===== src/rtl/bsq_pkg.sv =====
// Shared types for the burst cache sequencer.
package bsq_pkg;
    // Sequencer phases: idle, lead-off, data beats, bank-crossing wait.
    typedef enum logic [1:0] {
        SQ_IDLE = 2'd0,
        SQ_LEAD = 2'd1,
        SQ_BEAT = 2'd2,
        SQ_GAP  = 2'd3
    } sq_state_t;
endpackage


===== src/rtl/bsq_mode_decode.sv =====
// Decodes the bank configuration field and detects a bank crossing.
// Assumes cur_bank holds the bank bit of the burst now running.
module bsq_mode_decode #(
    parameter int ADDR_W   = 32,
    parameter int BANK_BIT = 18
) (
    input  logic [1:0]        cache_mode,
    input  logic [ADDR_W-1:0] req_addr,
    input  logic              cur_bank,
    output logic              dual_mode,
    output logic              new_bank,
    output logic              bank_cross
);
    // Two-bank operation only when both field bits are set; crossing needs it.
    always_comb begin
        dual_mode  = (cache_mode == 2'b11);
        new_bank   = req_addr[BANK_BIT];
        bank_cross = dual_mode && (new_bank != cur_bank);
    end
endmodule


===== src/rtl/bsq_lead_timer.sv =====
// Lead-off timer: after a start pulse, raises expire in the last lead cycle.
// Assumes LEAD_CYC >= 2 (strobe cycle plus at least one more before beat 0).
module bsq_lead_timer #(
    parameter int LEAD_CYC = 3
) (
    input  logic clk,
    input  logic rst_n,
    input  logic start,
    output logic expire
);
    localparam int LC_W = (LEAD_CYC > 2) ? $clog2(LEAD_CYC) : 1;

    logic [LC_W-1:0] cnt_q;

    // Load the remaining lead count on start, then count down to zero.
    always_ff @(posedge clk) begin
        if (!rst_n)
            cnt_q <= '0;
        else if (start)
            cnt_q <= LC_W'(LEAD_CYC - 2);
        else if (cnt_q != '0)
            cnt_q <= cnt_q - 1'b1;
    end

    // Expiry is flagged while the count sits at zero.
    assign expire = (cnt_q == '0);

    p_start_loads_r2: assert property (@(posedge clk) disable iff (!rst_n)
        start |=> (cnt_q == LC_W'(LEAD_CYC - 2)));
endmodule


===== src/rtl/dual_bank_burst_seq.sv =====
// Burst cache sequencer: drives SRAM strobes for four-beat line fills,
// chaining bursts back to back and inserting one wait clock on a bank
// crossing in two-bank mode. Assumes the requester holds req_addr stable
// while req_valid is high.
module dual_bank_burst_seq
    import bsq_pkg::*;
#(
    parameter int ADDR_W   = 32,
    parameter int BANK_BIT = 18,
    parameter int LEAD_CYC = 3,
    parameter int BEATS    = 4,
    localparam int BEAT_W  = (BEATS > 1) ? $clog2(BEATS) : 1
) (
    input  logic              clk,
    input  logic              rst_n,
    input  logic [1:0]        cache_mode,
    input  logic              req_valid,
    output logic              req_ready,
    input  logic [ADDR_W-1:0] req_addr,
    output logic              sram_ce_n,
    output logic              sram_adsc_n,
    output logic              sram_bank,
    output logic [ADDR_W-1:0] sram_addr,
    output logic              beat_valid,
    output logic [BEAT_W-1:0] beat_idx
);
    localparam logic [BEAT_W-1:0] LAST_BEAT = BEAT_W'(BEATS - 1);

    sq_state_t         st_q;
    logic [BEAT_W-1:0] beat_q;
    logic              strobe_q;
    logic              bank_q;
    logic [ADDR_W-1:0] addr_q;
    logic              dual_mode, new_bank, bank_cross;
    logic              lead_start, lead_expire, accept, on_last;

    bsq_mode_decode #(.ADDR_W(ADDR_W), .BANK_BIT(BANK_BIT)) i_decode (
        .cache_mode (cache_mode),
        .req_addr   (req_addr),
        .cur_bank   (bank_q),
        .dual_mode  (dual_mode),
        .new_bank   (new_bank),
        .bank_cross (bank_cross)
    );

    bsq_lead_timer #(.LEAD_CYC(LEAD_CYC)) i_lead (
        .clk    (clk),
        .rst_n  (rst_n),
        .start  (lead_start),
        .expire (lead_expire)
    );

    // Handshake: open while idle or on the last beat of a burst.
    always_comb begin
        on_last    = (st_q == SQ_BEAT) && (beat_q == LAST_BEAT);
        req_ready  = (st_q == SQ_IDLE) || on_last;
        accept     = req_valid && req_ready;
        lead_start = accept && (st_q == SQ_IDLE);
    end

    // Phase sequencing, beat counting and address/bank capture.
    always_ff @(posedge clk) begin
        if (!rst_n) begin
            st_q     <= SQ_IDLE;
            beat_q   <= '0;
            strobe_q <= 1'b0;
            bank_q   <= 1'b0;
            addr_q   <= '0;
        end else begin
            strobe_q <= 1'b0;
            unique case (st_q)
                SQ_IDLE: if (accept) begin
                    st_q     <= SQ_LEAD;
                    strobe_q <= 1'b1;
                    bank_q   <= new_bank;
                    addr_q   <= req_addr;
                end
                SQ_LEAD: if (lead_expire) begin
                    st_q   <= SQ_BEAT;
                    beat_q <= '0;
                end
                SQ_BEAT: begin
                    if (!on_last) begin
                        beat_q <= beat_q + 1'b1;
                    end else if (accept) begin
                        bank_q <= new_bank;
                        addr_q <= req_addr;
                        beat_q <= '0;
                        if (bank_cross) begin
                            st_q <= SQ_GAP;
                        end else begin
                            st_q     <= SQ_BEAT;
                            strobe_q <= 1'b1;
                        end
                    end else begin
                        st_q <= SQ_IDLE;
                    end
                end
                SQ_GAP: begin
                    st_q     <= SQ_BEAT;
                    strobe_q <= 1'b1;
                    beat_q   <= '0;
                end
                default: st_q <= SQ_IDLE;
            endcase
        end
    end

    // Output decode from registered state.
    always_comb begin
        sram_ce_n   = !((st_q == SQ_LEAD) || (st_q == SQ_BEAT));
        sram_adsc_n = !strobe_q;
        sram_bank   = bank_q;
        sram_addr   = addr_q;
        beat_valid  = (st_q == SQ_BEAT);
        beat_idx    = beat_q;
    end

    // Requirement checks beside the sequencing logic.
    p_ready_window_r3: assert property (@(posedge clk) disable iff (!rst_n)
        req_ready |-> (sram_ce_n || (beat_valid && beat_idx == LAST_BEAT)));

    p_beat_step_r2: assert property (@(posedge clk) disable iff (!rst_n)
        (beat_valid && beat_idx != LAST_BEAT) |=>
            (beat_valid && beat_idx == $past(beat_idx) + 1'b1));

    p_cross_gap_r5: assert property (@(posedge clk) disable iff (!rst_n)
        (beat_valid && beat_idx == LAST_BEAT && req_valid && cache_mode == 2'b11
            && req_addr[BANK_BIT] != sram_bank)
        |=> (sram_ce_n && sram_adsc_n && !beat_valid));

    p_gap_resume_r5: assert property (@(posedge clk) disable iff (!rst_n)
        (sram_ce_n && !req_ready) |=> (!sram_adsc_n && beat_valid && beat_idx == '0));

    p_no_gap_single_r6: assert property (@(posedge clk) disable iff (!rst_n)
        (beat_valid && beat_idx == LAST_BEAT && req_valid && !dual_mode)
        |=> (beat_valid && beat_idx == '0 && !sram_adsc_n));

    p_strobe_under_ce_r8: assert property (@(posedge clk) disable iff (!rst_n)
        !sram_adsc_n |-> !sram_ce_n);

    p_hold_in_burst_r9: assert property (@(posedge clk) disable iff (!rst_n)
        (beat_valid && beat_idx != LAST_BEAT) |=> ($stable(sram_addr) && $stable(sram_bank)));
endmodule


===== config.mk =====
export PLATFORM = sky130hd
export DESIGN_NAME = dual_bank_burst_seq
export DESIGN_NICKNAME = d
export VERILOG_FILES = /design/src/rtl/bsq_pkg.sv /design/src/rtl/bsq_mode_decode.sv /design/src/rtl/bsq_lead_timer.sv /design/src/rtl/dual_bank_burst_seq.sv
export SDC_FILE = /design/constraint.sdc
export NUM_CORES = 1
export LEC_CHECK = 0
export CAP_MARGIN = 20
export CORE_AREA = 2 2 57 64
export CTS_CLUSTER_DIAMETER = 200
export DETAILED_ROUTE_END_ITERATION = 8
export DIE_AREA = 0 0 59 66
export DONT_BUFFER_PORTS = 1
export PLACE_DENSITY = 0.73
export SYNTH_ARGS = -nofsm -noshare
export SYNTH_HDL_FRONTEND = slang
export SYNTH_SLANG_ARGS = --single-unit

===== constraint.sdc =====
create_clock -name clk -period 2.8 [get_ports clk]
set_input_delay 0.28 -clock clk [delete_from_list [all_inputs] [get_ports clk]]
set_output_delay 0.28 -clock clk [all_outputs]
set_load 0.01 [all_outputs]

==> out/qor.txt <==
EDFF count, synth = 0
CP required = 3080 ps
Die Y = 66 um
CTS-repair resized insts = 0
Detail Route Antenna Nets = 0
power density over cell area = 972 nW/um2
Async S/R FF share, synth = 0%
hpwl dp = 2640 um
H-tree depth = 2
IO Pins = 76
Max Buffers Root-to-Sink = 2
Final min period = 1950 ps
Fmax achieved = 514 MHz
final hold violations = 0
first-pass GRT wire length = 6220 um
DR vias/cell = 6.36
syn nets = 250
GRT Resource Usage Total = 20.6%
status = complete, no violations
clk sink count = 39
number of DRC markers in iteration 0 = 108
Syn-to-layout area delta = 3.55%
Final Max Tran Viols = 0
port buffer count = 0
vias in the first global route = 1380
row cnt = 22
Post-route DRC = 0
Yosys cell types = 34
Seq cells post-synth = 39
Initial Util = 53.1%
ant diodes = 0
initial antenna violation count = 0
max cap viols = 0
largest net degree at the start of global routing = 39
Fin Hold WS = 65.6 ps
CP endpoint kind = register
final setup TNS = 0 ps
wire length per cell = 16.9 um
Final Skew = 3.35 ps
post-synthesis sequential area ratio = 45.3%
vias post-DR = 1482
DR pass1 iterations = 5
synthesized area = 1730 um2
worst-path maximum fanout = 32
clk slew on worst S/H paths = 110 ps
CTS buffer count = 5
CTS root buffer = clkbuf_4
Arrival @ worst endpoint = 2220 ps
die area = 3890 um2
Worst Hold Class = input port to register
CP Launch Type = register
later-pin clock latency in the skew report = 340 ps
count of hold-fix buffers inserted at cts = 0
Setup CP Type = register to register
commonest non-fill, non-tap cell in the layout = dfxtp_1
TritonCTS clock tree = done
total grt overflow = 0
Yosys Warn Count = 0
Synth Instances = 206
unrepaired setup endpoints after global routing = no
GP Congestion = 0.728
Avg Cell Area, Syn = 8.38 um2
post-CTS setup buffer count = 0
Slew HR = 42.3%
Leakage Power = 0.000669 uW
Primary FF master, synth = dfxtp_1
maximum VDD drop = 0.509 mV
commonest non-fill, non-tap cells in the layout = dfxtp_1, a21oi_1, nand3_1
actual slew at the worst max-slew pin = 864 ps
fraction of layout cells with a size suffix above 1 = 5.58%
Setup violations, final = 0
core footprint = 3250 um2
Layout Nets = 240
final critical-path share of the clock period = 69.5%
WL final = 3940 um
die width = 59 um
==> worst max-delay path, cell delays in order (launching register included) <==
cell     delay, ps
dfxtp_1        360
inv_1          110
ha_1           450
mux2_2         640
nand3_1        160
a21oi_1        150
==> layout make-up <==
| class | instances | area, um2 |
|---|---|---|
| sequential | 39 | 781 |
| tap | 36 | 45.0 |
| clock buffer | 8 | 68.8 |
| fill | 314 | 1460 |
| timing repair buffer | 2 | 35.0 |
| inverter | 9 | 33.8 |
| multi-input combinational | 139 | 823 |
==> metal layers <==
metal / vias to the layer above / wire length [um] / global-route usage (%)
li1: 719 / - / -
met1: 689 / 1550 / 23.8
met2: 69 / 1980 / 35.1
met3: 5 / 356 / 6.07
met4: 0 / 48 / 8.52
met5: - / 0 / 0
==> through the flow <==
step           setup WS [ps]  instance area [um2]  total power, uW  utilization [%]  cells
3_5_place_dp             846                 1690             1420             52.0    224
6_report                 854                 1790             1740             55.0    233
4_1_cts                  837                 1760             1740             54.2    232
5_1_grt                  697                 1790             1860             55.0    233
2_1_floorplan           1030                 1730             1310                -    206
3_3_place_gp             943                 1690             1370             52.0    224
==> sequential cells by signal (all words and copies together), names as in the netlist <==
register      count
sram_addr        32
st_q              2
beat_idx          2
i_lead.cnt_q      2
strobe_q          1
==> path summary, 6_finish.rpt <==
kind / start / to / slack [ps] / depth (start not counted)
setup / recovery: st_q[0] / sram_addr[22] / 850 / 5
hold / removal: rst_n / st_q[1] / 70 / 1
setup reg to reg: st_q[0] / sram_addr[22] / 850 / 5
hold reg to reg: sram_addr[8] / sram_addr[8] / 530 / 2
==> synthesized netlist by cell type (2+ instances only) <==
master     n  area [um2]
nor3_1     2        10.0
inv_1      9        33.8
nor2b_1    3        18.8
ha_1       7        87.6
a21oi_1   35         175
buf_4      2        15.0
nand3_1   32         160
o21ai_1   25         125
o21ai_0    8        40.0
buf_1      2        7.51
clkbuf_1  10        37.5
nand2_1    4        15.0
or4_1      3        22.5
o31ai_1    2        15.0
dfxtp_1   39         781
buf_2      4        20.0
nor2_1     2        7.51
==> kinds of logic (layout without fill, tap and decap cells) <==
group | count (synthesis) | after routing | synth area share (%)
fa+ha+maj | 7 | 7 | 5.08
simple gates | 50 | 50 | 15.4
xor+xnor | 2 | 2 | 1.02
compound gates | 78 | 78 | 24.8
buf+inv | 28 | 19 | 7.25
flops | 39 | 39 | 45.3
mux | 2 | 2 | 1.23
==> report_power, final <==
part           switching (uW)  internal, uW
clock                     178           148
sequential                120           670
combinational             414           208
Power figures use the tool's default switching activity.
